===== config.mk =====
export PLATFORM = sky130hd
export DESIGN_NAME = dps_seq
export DESIGN_NICKNAME = d
export VERILOG_FILES = /design/src/rtl/dps_pkg.sv /design/src/rtl/dps_ptr_bank.sv /design/src/rtl/dps_desc_decode.sv /design/src/rtl/dps_ctrl.sv /design/src/rtl/dps_seq.sv
export SDC_FILE = /design/constraint.sdc
export NUM_CORES = 1
export LEC_CHECK = 0
export BUFFER_PORTS_ARGS = -buffer_cell sky130_fd_sc_hd__buf_2
export CORE_AREA = 2 2 244 246
export DETAILED_ROUTE_END_ITERATION = 7
export DIE_AREA = 0 0 246 248
export PLACE_DENSITY_LB_ADDON = 0.1
export SYNTH_ARGS = -nofsm -noshare
export SYNTH_HDL_FRONTEND = slang
export SYNTH_SLANG_ARGS = --single-unit

===== constraint.sdc =====
create_clock -name clk -period 8 [get_ports clk]
set_input_delay 1.2 -clock clk [delete_from_list [all_inputs] [get_ports clk]]
set_output_delay 1.2 -clock clk [all_outputs]
set_load 0.01 [all_outputs]

===== src/rtl/dps_pkg.sv =====
package dps_pkg;
  localparam int DPS_ADDR_W   = 49;
  localparam int DPS_DATA_W   = 32;
  localparam int DPS_NWORDS   = 4;
  localparam int DPS_SIZE_W   = 30;
  localparam int DPS_NSIDES   = 2;
  localparam int DPS_TYPE_BIT = 1;

  typedef enum logic [1:0] {
    ST_IDLE  = 2'd0,
    ST_NEXT  = 2'd1,
    ST_FETCH = 2'd2
  } dps_state_e;
endpackage


===== src/rtl/dps_ptr_bank.sv =====
module dps_ptr_bank #(
  parameter int ADDR_W = 49,
  parameter int NSIDES = 2,
  localparam int SEL_W = (NSIDES > 1) ? $clog2(NSIDES) : 1
) (
  input  logic                     clk,
  input  logic                     rst_n,
  input  logic                     load,
  input  logic [NSIDES*ADDR_W-1:0] start_flat,
  input  logic                     wr_en,
  input  logic [SEL_W-1:0]         wr_side,
  input  logic [ADDR_W-1:0]        wr_val,
  output logic [NSIDES*ADDR_W-1:0] ptr_flat
);
  for (genvar s = 0; s < NSIDES; s++) begin : g_side
    logic [ADDR_W-1:0] ptr_q, ptr_d;

    always_comb begin
      ptr_d = ptr_q;
      if (load) begin
        ptr_d = start_flat[s*ADDR_W +: ADDR_W];
      end else if (wr_en && (wr_side == SEL_W'(s))) begin
        ptr_d = wr_val;
      end
    end

    always_ff @(posedge clk or negedge rst_n) begin
      if (!rst_n) ptr_q <= '0;
      else        ptr_q <= ptr_d;
    end

    assign ptr_flat[s*ADDR_W +: ADDR_W] = ptr_q;
  end
endmodule


===== src/rtl/dps_desc_decode.sv =====
module dps_desc_decode #(
  parameter int ADDR_W   = 49,
  parameter int DW       = 32,
  parameter int NWORDS   = 4,
  parameter int SIZE_W   = 30,
  localparam int HI_W    = ADDR_W - DW
) (
  input  logic [NWORDS*DW-1:0] words_flat,
  input  logic                 side,
  output logic [ADDR_W-1:0]    f_addr,
  output logic [SIZE_W-1:0]    f_size,
  output logic [1:0]           f_cmd,
  output logic                 f_intr,
  output logic                 f_type,
  output logic                 f_coh
);
  logic [DW-1:0] w0, w1, w2, w3;
  logic          unused_bits;

  assign w0 = words_flat[0*DW +: DW];
  assign w1 = words_flat[1*DW +: DW];
  assign w2 = words_flat[2*DW +: DW];
  assign w3 = words_flat[3*DW +: DW];

  always_comb begin
    f_addr = {w1[HI_W-1:0], w0};
    f_size = w2[SIZE_W-1:0];
    f_coh  = w3[0];
    f_type = w3[1];
    f_intr = w3[2];
    // destination descriptors carry no command field
    f_cmd  = side ? 2'b00 : w3[4:3];
  end

  assign unused_bits = &{1'b0, w1[DW-1:HI_W], w2[DW-1:SIZE_W], w3[DW-1:5]};
endmodule


===== src/rtl/dps_ctrl.sv =====
module dps_ctrl
  import dps_pkg::*;
#(
  parameter int ADDR_W   = 49,
  parameter int DW       = 32,
  parameter int NWORDS   = 4,
  parameter int TYPE_BIT = 1,
  localparam int HI_W       = ADDR_W - DW,
  localparam int DESC_BYTES = NWORDS * DW / 8,
  localparam int ALIGN_W    = $clog2(DESC_BYTES),
  localparam int WB_SH      = $clog2(DW / 8),
  localparam int CNT_W      = $clog2(NWORDS),
  localparam int FLAT_W     = NWORDS * DW
) (
  input  logic              clk,
  input  logic              rst_n,
  input  logic              ptr_mode_mem,
  input  logic              start_load,
  input  logic [FLAT_W-1:0] reg_src_desc,
  input  logic [FLAT_W-1:0] reg_dst_desc,
  input  logic              cmd_valid,
  input  logic              cmd_side,
  input  logic              cmd_advance,
  input  logic              dst_empty,
  input  logic [ADDR_W-1:0] ptr_src,
  input  logic [ADDR_W-1:0] ptr_dst,
  input  logic              mem_rvalid,
  input  logic [DW-1:0]     mem_rdata,
  output logic              mem_req,
  output logic [ADDR_W-1:0] mem_addr,
  output logic              busy,
  output logic              ptr_load,
  output logic              ptr_wr,
  output logic              ptr_wr_side,
  output logic [ADDR_W-1:0] ptr_wr_val,
  output logic [FLAT_W-1:0] words_flat,
  output logic              d_side,
  output logic              d_valid,
  output logic              d_err,
  output logic              err_flag,
  output logic              src_err,
  output logic              dst_err
);
  dps_state_e        state_q, state_d;
  logic [CNT_W-1:0]  cnt_q, cnt_d;
  logic              side_q, side_d;
  logic [DW-1:0]     lo_q, lo_d;
  logic [FLAT_W-1:0] words_q, words_d;
  logic              dvalid_q, dvalid_d;
  logic              derr_q, derr_d;
  logic              err_q, err_d;
  logic [1:0]        serr_q, serr_d;
  logic [1:0]        type_q, type_d;

  logic              idle, start_acc, go_cmd, go_empty, go, g_side, g_adv;
  logic [ADDR_W-1:0] cur_base, g_base, off_next;
  logic              misalign;

  assign idle      = (state_q == ST_IDLE);
  assign start_acc = idle && start_load;
  assign go_cmd    = idle && !start_load && cmd_valid;
  assign go_empty  = idle && !start_load && !cmd_valid && dst_empty && ptr_mode_mem;
  assign go        = go_cmd || go_empty;
  assign g_side    = go_cmd ? cmd_side : 1'b1;
  assign g_adv     = go_cmd ? cmd_advance : 1'b1;

  assign cur_base  = side_q ? ptr_dst : ptr_src;
  assign g_base    = g_side ? ptr_dst : ptr_src;
  assign misalign  = |cur_base[ALIGN_W-1:0];
  assign off_next  = (state_q == ST_NEXT) ? ADDR_W'(DESC_BYTES) : '0;

  assign mem_addr  = cur_base + off_next + (ADDR_W'(cnt_q) << WB_SH);
  assign mem_req   = (state_q == ST_NEXT) || ((state_q == ST_FETCH) && !misalign);
  assign busy      = !idle;
  assign ptr_load  = start_acc;

  always_comb begin
    state_d     = state_q;
    cnt_d       = cnt_q;
    side_d      = side_q;
    lo_d        = lo_q;
    words_d     = words_q;
    dvalid_d    = 1'b0;
    derr_d      = derr_q;
    err_d       = err_q;
    serr_d      = serr_q;
    type_d      = type_q;
    ptr_wr      = 1'b0;
    ptr_wr_side = side_q;
    ptr_wr_val  = '0;
    unique case (state_q)
      ST_IDLE: begin
        if (start_acc) begin
          err_d  = 1'b0;
          serr_d = '0;
          type_d = '0;
        end else if (go) begin
          side_d = g_side;
          cnt_d  = '0;
          if (!ptr_mode_mem) begin
            words_d  = g_side ? reg_dst_desc : reg_src_desc;
            dvalid_d = 1'b1;
            derr_d   = 1'b0;
          end else if (g_adv && type_q[g_side]) begin
            state_d = ST_NEXT;
          end else begin
            state_d = ST_FETCH;
            if (g_adv) begin
              ptr_wr      = 1'b1;
              ptr_wr_side = g_side;
              ptr_wr_val  = g_base + ADDR_W'(DESC_BYTES);
            end
          end
        end
      end
      ST_NEXT: begin
        if (mem_rvalid) begin
          if (cnt_q == '0) begin
            lo_d  = mem_rdata;
            cnt_d = CNT_W'(1);
          end else begin
            ptr_wr     = 1'b1;
            ptr_wr_val = {mem_rdata[HI_W-1:0], lo_q};
            cnt_d      = '0;
            state_d    = ST_FETCH;
          end
        end
      end
      ST_FETCH: begin
        if (misalign) begin
          words_d        = '0;
          dvalid_d       = 1'b1;
          derr_d         = 1'b1;
          err_d          = 1'b1;
          serr_d[side_q] = 1'b1;
          type_d[side_q] = 1'b0;
          state_d        = ST_IDLE;
        end else if (mem_rvalid) begin
          words_d[cnt_q*DW +: DW] = mem_rdata;
          if (cnt_q == CNT_W'(NWORDS - 1)) begin
            dvalid_d       = 1'b1;
            derr_d         = 1'b0;
            type_d[side_q] = mem_rdata[TYPE_BIT];
            cnt_d          = '0;
            state_d        = ST_IDLE;
          end else begin
            cnt_d = cnt_q + CNT_W'(1);
          end
        end
      end
      default: state_d = ST_IDLE;
    endcase
  end

  always_ff @(posedge clk or negedge rst_n) begin
    if (!rst_n) begin
      state_q  <= ST_IDLE;
      cnt_q    <= '0;
      side_q   <= 1'b0;
      lo_q     <= '0;
      words_q  <= '0;
      dvalid_q <= 1'b0;
      derr_q   <= 1'b0;
      err_q    <= 1'b0;
      serr_q   <= '0;
      type_q   <= '0;
    end else begin
      state_q  <= state_d;
      cnt_q    <= cnt_d;
      side_q   <= side_d;
      lo_q     <= lo_d;
      words_q  <= words_d;
      dvalid_q <= dvalid_d;
      derr_q   <= derr_d;
      err_q    <= err_d;
      serr_q   <= serr_d;
      type_q   <= type_d;
    end
  end

  assign words_flat = words_q;
  assign d_side     = side_q;
  assign d_valid    = dvalid_q;
  assign d_err      = derr_q;
  assign err_flag   = err_q;
  assign src_err    = serr_q[0];
  assign dst_err    = serr_q[1];


  desc_when_idle_chk: assert property (@(posedge clk) disable iff (!rst_n)
    d_valid |-> !busy);

  busy_end_chk: assert property (@(posedge clk) disable iff (!rst_n)
    $fell(busy) |-> d_valid);

  req_hold_chk: assert property (@(posedge clk) disable iff (!rst_n)
    (mem_req && !mem_rvalid) |=> (mem_req && $stable(mem_addr)));

  word_align_chk: assert property (@(posedge clk) disable iff (!rst_n)
    mem_req |-> (mem_addr[WB_SH-1:0] == '0));

  err_sticky_chk: assert property (@(posedge clk) disable iff (!rst_n)
    (err_flag && !(start_load && !busy)) |=> err_flag);
endmodule


===== src/rtl/dps_seq.sv =====
module dps_seq
  import dps_pkg::*;
#(
  parameter int ADDR_W   = DPS_ADDR_W,
  parameter int DW       = DPS_DATA_W,
  parameter int NWORDS   = DPS_NWORDS,
  parameter int SIZE_W   = DPS_SIZE_W,
  localparam int FLAT_W  = NWORDS * DW
) (
  input  logic              clk,
  input  logic              rst_n,
  input  logic              ptr_mode_mem,
  input  logic              start_load,
  input  logic [ADDR_W-1:0] src_start,
  input  logic [ADDR_W-1:0] dst_start,
  input  logic [FLAT_W-1:0] reg_src_desc,
  input  logic [FLAT_W-1:0] reg_dst_desc,
  input  logic              cmd_valid,
  input  logic              cmd_side,
  input  logic              cmd_advance,
  input  logic              dst_empty,
  output logic              mem_req,
  output logic [ADDR_W-1:0] mem_addr,
  input  logic              mem_rvalid,
  input  logic [DW-1:0]     mem_rdata,
  output logic              busy,
  output logic [ADDR_W-1:0] src_ptr,
  output logic [ADDR_W-1:0] dst_ptr,
  output logic              desc_valid,
  output logic              desc_side,
  output logic              desc_err,
  output logic [ADDR_W-1:0] desc_addr,
  output logic [SIZE_W-1:0] desc_size,
  output logic [1:0]        desc_cmd,
  output logic              desc_intr,
  output logic              desc_type,
  output logic              desc_coh,
  output logic              err_flag,
  output logic              src_rd_err,
  output logic              dst_rd_err
);
  logic                         ptr_load, ptr_wr, ptr_wr_side;
  logic [ADDR_W-1:0]            ptr_wr_val;
  logic [DPS_NSIDES*ADDR_W-1:0] ptr_flat;
  logic [FLAT_W-1:0]            words_flat;

  assign src_ptr = ptr_flat[0*ADDR_W +: ADDR_W];
  assign dst_ptr = ptr_flat[1*ADDR_W +: ADDR_W];

  dps_ptr_bank #(.ADDR_W(ADDR_W), .NSIDES(DPS_NSIDES)) u_bank (
    .clk        (clk),
    .rst_n      (rst_n),
    .load       (ptr_load),
    .start_flat ({dst_start, src_start}),
    .wr_en      (ptr_wr),
    .wr_side    (ptr_wr_side),
    .wr_val     (ptr_wr_val),
    .ptr_flat   (ptr_flat)
  );

  dps_ctrl #(.ADDR_W(ADDR_W), .DW(DW), .NWORDS(NWORDS), .TYPE_BIT(DPS_TYPE_BIT)) u_ctrl (
    .clk          (clk),
    .rst_n        (rst_n),
    .ptr_mode_mem (ptr_mode_mem),
    .start_load   (start_load),
    .reg_src_desc (reg_src_desc),
    .reg_dst_desc (reg_dst_desc),
    .cmd_valid    (cmd_valid),
    .cmd_side     (cmd_side),
    .cmd_advance  (cmd_advance),
    .dst_empty    (dst_empty),
    .ptr_src      (src_ptr),
    .ptr_dst      (dst_ptr),
    .mem_rvalid   (mem_rvalid),
    .mem_rdata    (mem_rdata),
    .mem_req      (mem_req),
    .mem_addr     (mem_addr),
    .busy         (busy),
    .ptr_load     (ptr_load),
    .ptr_wr       (ptr_wr),
    .ptr_wr_side  (ptr_wr_side),
    .ptr_wr_val   (ptr_wr_val),
    .words_flat   (words_flat),
    .d_side       (desc_side),
    .d_valid      (desc_valid),
    .d_err        (desc_err),
    .err_flag     (err_flag),
    .src_err      (src_rd_err),
    .dst_err      (dst_rd_err)
  );

  dps_desc_decode #(.ADDR_W(ADDR_W), .DW(DW), .NWORDS(NWORDS), .SIZE_W(SIZE_W)) u_dec (
    .words_flat (words_flat),
    .side       (desc_side),
    .f_addr     (desc_addr),
    .f_size     (desc_size),
    .f_cmd      (desc_cmd),
    .f_intr     (desc_intr),
    .f_type     (desc_type),
    .f_coh      (desc_coh)
  );


  zero_desc_chk: assert property (@(posedge clk) disable iff (!rst_n)
    (desc_valid && desc_err) |-> (desc_addr == '0 && desc_size == '0 &&
                                  !desc_type && !desc_intr && !desc_coh && desc_cmd == 2'b00));
endmodule


==> flow_metrics.py, run 1 <==
metrics = {
    "detailed_routing": {
        "drt_first_pass_iters": 5,
        "wirelength_mm": 80.66,
        "via_count": 17110,
        "wl_per_cell_um": 25.15,
        "drtIter0Drc": 1479,
        "drc": 0,
        "ant_nets": 0,
        "vias_per_cell": 5.335,
    },
    "sta": {
        "post-route-period-util": 0.8304,
        "tightest_slew_ns": 1.020,
        "finalClockSkew_ns": 0.01066,
        "max_freq_mhz": 150.5,
        "fin_crit_ns": 6.643,
        "setup_viol": 0,
        "setup_tns_ns": 0,
        "slew_viol_final": 0,
        "slew_headroom": 0.3192,
        "fin_ws_ns": 1.357,
        "rsz0062_at_grt": "false",
        "hold_violations": 0,
        "hold-worst-slack_ns": 0.4860,
    },
    "clock_network": {
        "cts_sinks": 226,
        "postCtsSetupBuffers": 0,
        "cts_buffer_depth": 3,
        "htree_num_levels": 1,
        "clkTransAtPathRegs_ns": 0.06,
        "numCtsBuffers": 29,
        "cts_hold_buf": 0,
        "tritoncts": "yes",
        "clockRootBuffer": "clkbuf_16",
        "clk_latency_ns": 0.58,
        "post_cts_resized": 0,
    },
    "synth": {
        "synth_async_sr_flop_share": 1.000,
        "synth_area_um2": 16240,
        "yosys_warnings": 0,
        "synth-simple-area-share": 0.2167,
        "ys_ff_latch": 226,
        "synth_top_family_by_area": "simple AND/OR/NAND/NOR gates",
        "synth_enable_flop_cells": 0,
        "ys_seq_area_frac": 0.3481,
        "synth_fp_nets": 2460,
        "netlist_instances": 2052,
        "avgSynthCellArea_um2": 7.916,
        "synth_fa_ha_area_frac": 0.01048,
        "synth-compound-area-share": 0.2122,
        "muxShareOfSynthArea": 0.06539,
        "synth_xor_area_frac": 0.06362,
        "yosysUniqueCellTypes": 83,
        "synth_top_flop_cell": "dfrtp_1",
    },
    "global_route": {
        "grt_overflow": 0,
        "track_usage": 0.2546,
        "grt_pass1_vias": 16800,
        "antenna_found_initial": 6,
        "grt_pass1_wl_mm": 115.0,
        "grt_max_degree": 155,
    },
    "run": {
        "cap_violations": 0,
    },
    "setup_path": {
        "crit_chain": "mux2i_1 > inv_1 > ha_1 > a21oi_1 > o21ai_0 > o21ai_0 > nor3b_1 > nor4bb_1 > nor2b_1 > xnor2_1 > buf_2",
        "cpPeakStageDelay_ns": 0.90,
        "worst_path_max_delay_cell": "dfrtp_4",
        "critPathBufInv": 2,
        "criticalPathCategory": "flip-flop to primary output",
        "cp.required_ns": 6.80,
        "crit_family": "simple AND/OR/NAND/NOR gates",
        "end_kind": "primary output",
        "critical_path.startpoint_type": "flip-flop",
        "critical_path.most_common_cell": "o21ai_0",
        "worst-endpoint-arrival_ns": 5.44,
        "cp_max_fo": 47,
    },
    "outcome": {
        "outcome": "complete, no violations",
    },
    "floorplanning": {
        "fp.dieW_um": 246,
        "fp.coreArea_um2": 58460,
        "pin_count": 634,
        "fp-row-count": 89,
        "die_area_um2": 61010,
        "start_util": 0.2779,
        "die_h_um": 248,
    },
    "layout": {
        "drive_above_1_share": 0.2875,
        "final_nets": 2817,
        "areaGrowthSynthToFinish_pct": 23.08,
        "fillCellCount": 6348,
    },
    "pwr": {
        "peakVddDrop_mv": 0.1753,
        "p_per_area_nw_per_um2": 394.6,
        "p_total_w": 0.007890,
        "p_leak_nw": 9.077,
    },
    "place": {
        "hpwl_mm": 59.54,
        "dp_slack_ns": 1.941,
        "numPortBuffers": 545,
        "gp_congestion": 0.8681,
    },
    "hold_path": {
        "hp-class": "flip-flop to flip-flop",
    },
}
-- layout by cell type, fill, tap and decap left out, types with 7 or more instances in the layout --
master / instances
a211oi_1: 9
a21oi_1: 330
a221o_1: 18
a22oi_1: 28
a31oi_1: 10
a32oi_1: 7
and3_1: 54
buf_2: 544
buf_4: 28
clkbuf_16: 29
clkbuf_8: 7
clkinv_2: 8
dfrtp_1: 225
ha_1: 11
inv_1: 20
mux2_2: 41
mux2i_1: 60
nand2_1: 342
nand3_1: 45
nand3b_1: 11
nand4_1: 29
nor2_1: 167
nor2b_1: 17
nor3_1: 38
o21ai_0: 48
o221ai_1: 47
o22ai_1: 8
or3_1: 8
xnor2_1: 57
xor2_1: 61
-- synth_stat cells, drive strengths merged (38+ instances only) --
cell	instances	area, um2
buf	134	847.1
and3	54	337.8
o221ai	49	441.7
nor2	172	645.6
nor3	38	190.2
dfrtp	226	5655
a21oi	331	1660
clkbuf	114	429.2
mux2	41	461.7
mux2i	60	600.6
nand3	47	245.2
nand2	343	1287
xor2	61	534.3
o21ai	50	250.2
xnor2	57	499.2
-- sequential cells by signal, summed over array words and instances (netlist names) --
register,count
u_bank.g_side.ptr_q,98
u_ctrl.type_q,2
u_ctrl.d_valid,1
u_ctrl.serr_q,2
u_ctrl.err_flag,1
u_ctrl.words_flat,84
u_ctrl.d_err,1
u_ctrl.cnt_q,2
u_ctrl.lo_q,32
u_ctrl.d_side,1
u_ctrl.state_q,2
-- cells by family (layout without fill, tap and decap cells) --
group / count (synthesis) / in the layout
AND/OR/NAND/NOR: 764 / 764
AO/OA/AOI/OAI: 561 / 561
buffers and inverters: 269 / 648
flip-flops: 226 / 226
XOR/XNOR: 118 / 118
multiplexers: 101 / 101
adder cells (fa/ha/maj): 13 / 13
other: 0 / 3
-- path summary, 6_finish.rpt --
kind                                                from                                endpoint  slack, ns  cells past startpoint
hold reg to reg               u_ctrl.lo_q[0]$_DFFE_PN0P_              u_ctrl.lo_q[0]$_DFFE_PN0P_       0.49                      2
setup reg to reg           u_ctrl.state_q[0]$_DFFE_PN0P_  u_bank.g_side[1].ptr_q[28]$_DFFE_PN0P_       3.14                     13
max in group asynchronous                          rst_n       u_ctrl.words_flat[68]$_DFFE_PN0P_       5.63                      3
hold / removal                u_ctrl.lo_q[0]$_DFFE_PN0P_              u_ctrl.lo_q[0]$_DFFE_PN0P_       0.49                      2
min in group asynchronous                          rst_n   u_bank.g_side[1].ptr_q[7]$_DFFE_PN0P_       0.62                      1
setup / recovery               u_ctrl.d_side$_DFFE_PN0P_                            mem_addr[39]       1.36                     11
-- layout make-up --
type	count	area, um2	area share
multi-input cells	1557	9329	0.4666
flip-flops and latches	226	5659	0.2830
repair buffers	574	2968	0.1484
well taps	773	967.2	0.04837
inverters	21	78.83	0.003942
clock inverters	13	147.6	0.007384
diodes	3	7.507	0.0003755
clock buffers	40	837.1	0.04186
-- tightest hold or removal path: stages (launching register included) --
cell,delay (ns)
dfrtp_1,0.34
nand2_1,0.05
o21ai_0,0.06
-- through the flow --
step / instance area, um2 / util / std cells
floorplan: 16240 / - / 2052
global placement: 19000 / 0.3250 / 3151
detailed placement: 19000 / 0.3250 / 3151
CTS: 19990 / 0.3419 / 3204
global route: 19990 / 0.3419 / 3205
finish: 19990 / 0.3420 / 3207
-- layer usage --
metal,GRT usage,part of all wire,vias up
met2,0.4272,0.48,708
met5,0,0,-
met3,0.03979,0.071,93
li1,-,-,7914
met4,0.07986,0.030,0
met1,0.3350,0.42,8393
-- where the power goes --
group	switching, W	internal, W
clock	0.000555	0.000823
combinational	0.00240	0.00156
sequential	0.000885	0.00167
Note: power is estimated with default switching activity, not from simulation.
==> run 2: changes to the inputs <==
==> constraint.sdc (replaced) <==
create_clock -name clk -period 6.15 [get_ports clk]
set_input_delay 0.9225 -clock clk [delete_from_list [all_inputs] [get_ports clk]]
set_output_delay 0.9225 -clock clk [all_outputs]
set_load 0.01 [all_outputs]
==> run 2 against run 1 <==
Net effect:
- core utilization rose by 0.24 points
- wire length rose by 0.82%
- design area rose by 0.71%
- clock power rose by 41%
- critical path depth fell by 2
- non-clock buffer count rose by 4
- via count fell by 0.25%
- largest power group unchanged
==> flow_metrics.py, run 2 (same netlist as run 1, synthesis figures left out) <==
metrics = {
    "outcome": {
        "outcome": "complete, no violations",
    },
    "sta": {
        "slew_viol_final": 0,
        "finalClockSkew_ns": 0.01659,
        "tightest_slew_ns": 1.120,
        "rsz0062_at_grt": "false",
        "max_freq_mhz": 178.7,
        "post-route-period-util": 0.9098,
        "fin_crit_ns": 5.595,
        "setup_viol": 0,
        "hold_violations": 0,
        "slew_headroom": 0.2512,
        "setup_tns_ns": 0,
    },
    "setup_path": {
        "cp_max_fo": 46,
        "worst-endpoint-arrival_ns": 4.67,
        "crit_chain": "buf_4 > nand4_1 > a22oi_1 > nand3b_1 > nor3b_1 > nor4bb_1 > nor2b_1 > xnor2_1 > buf_2",
        "crit_family": "simple AND/OR/NAND/NOR gates",
        "criticalPathCategory": "flip-flop to primary output",
        "r2r_slack_ns": 1.81,
        "worst_path_max_delay_cell": "nor4bb_1",
        "critical_path.startpoint_type": "flip-flop",
        "cpPeakStageDelay_ns": 0.82,
        "critPathBufInv": 2,
        "cp.required_ns": 5.23,
        "end_kind": "primary output",
    },
    "detailed_routing": {
        "drtIter0Drc": 1161,
        "wirelength_mm": 81.33,
        "ant_nets": 0,
        "drt_first_pass_iters": 5,
        "via_count": 17070,
        "wl_per_cell_um": 25.33,
        "drc": 0,
        "vias_per_cell": 5.315,
    },
    "floorplanning": {
        "pin_count": 634,
        "die_h_um": 248,
        "fp-row-count": 89,
        "die_area_um2": 61010,
        "start_util": 0.2779,
        "fp.coreArea_um2": 58460,
        "fp.dieW_um": 246,
    },
    "global_route": {
        "grt_pass1_wl_mm": 115.6,
        "grt_pass1_vias": 16790,
        "grt_max_degree": 133,
        "grt_overflow": 0,
        "track_usage": 0.2570,
        "antenna_found_initial": 8,
    },
    "layout": {
        "fin_util": 0.3444,
        "drive_above_1_share": 0.2895,
        "final_cell_mix": "buf_2, nand2_1, a21oi_1",
        "final_nets": 2822,
        "fillCellCount": 6358,
        "areaGrowthSynthToFinish_pct": 23.95,
        "largest_reg_flops": 98,
        "layout_commonest_cell": "buf_2",
        "top_register": "u_bank.g_side.ptr_q",
    },
    "hold_path": {
        "hp-class": "primary input to async pin",
    },
    "clock_network": {
        "tritoncts": "yes",
        "postCtsSetupBuffers": 0,
        "numCtsBuffers": 30,
        "clkTransAtPathRegs_ns": 0.06,
        "htree_num_levels": 1,
        "cts_hold_buf": 0,
        "cts_buffer_depth": 3,
        "cts_sinks": 226,
        "clk_latency_ns": 0.59,
        "clockRootBuffer": "clkbuf_16",
        "post_cts_resized": 0,
    },
    "place": {
        "numPortBuffers": 545,
        "gp_congestion": 0.8783,
        "hpwl_mm": 59.74,
    },
    "pwr": {
        "p_leak_nw": 9.148,
        "peakVddDrop_mv": 0.3587,
        "p_total_w": 0.01044,
        "p_per_area_nw_per_um2": 518.3,
    },
    "run": {
        "cap_violations": 0,
    },
}
-- run 2: cell count changes in the layout (fill, tap and decap cells not counted), sizes merged --
| cell | before | now |
|---|---|---|
| buf | 574 | 578 |
| inv | 21 | 20 |
| clkinv | 10 | 8 |
| bufinv | 3 | 5 |
| clkbuf | 40 | 41 |
-- run 2: routing by layer --
layer / part of all wire / track usage / vias up
met5: 0.00043 / 0 / -
met4: 0.045 / 0.1135 / 6
met3: 0.078 / 0.05644 / 140
met2: 0.46 / 0.4118 / 712
met1: 0.42 / 0.3313 / 8291
li1: - / - / 7916
-- run 2: area by class of cell --
class	count	area, um2	area share
diodes	3	7.507	0.0003728
clock buffers	41	883.3	0.04387
clock inverters	12	185.2	0.009197
inverters	21	78.83	0.003915
multi-input cells	1557	9331	0.4634
flip-flops and latches	226	5659	0.2811
well taps	773	967.2	0.04803
repair buffers	578	3023	0.1501
-- run 2: metrics by stage --
step	hold slack (ns)	area, um2	worst slack, ns	cells
final	0.2598	20140	0.5550	3211
after global routing	0.2820	20130	0.3508	3210
after CTS	0.2692	20130	0.5106	3208
after detailed placement	0.4785	19060	1.171	3155
after global placement	0.4774	19060	1.161	3155
after floorplan	0.4497	16240	0.8120	2052
-- run 2: power by group --
group | leakage, nW | internal (W) | switching (W)
Sequential | 2.77 | 0.00217 | 0.00112
Combinational | 5.85 | 0.00204 | 0.00316
Clock | 0.534 | 0.00120 | 0.000737
-- run 2: worst reg2reg max path, delay by kind of cell, from the launching register on --
kind / cells / cell delay, ns
fa+ha+maj: 2 / 0.76
buf+inv: 2 / 0.30
compound gates: 3 / 0.82
simple gates: 4 / 1.28
mux: 2 / 0.66
flops: 1 / 0.40
-- run 2: worst paths after layout --
path                                                    from                                     end  cells past startpoint
setup / recovery                   u_ctrl.d_side$_DFFE_PN0P_                            mem_addr[39]                      9
hold / removal                                         rst_n   u_bank.g_side[0].ptr_q[7]$_DFFE_PN0P_                      1
setup reg to reg               u_ctrl.state_q[0]$_DFFE_PN0P_  u_bank.g_side[1].ptr_q[28]$_DFFE_PN0P_                     13
hold reg to reg            u_ctrl.words_flat[33]$_DFFE_PN0P_       u_ctrl.words_flat[33]$_DFFE_PN0P_                      1
max in group asynchronous                              rst_n             u_ctrl.lo_q[12]$_DFFE_PN0P_                      2
min in group clk           u_ctrl.words_flat[33]$_DFFE_PN0P_       u_ctrl.words_flat[33]$_DFFE_PN0P_                      1
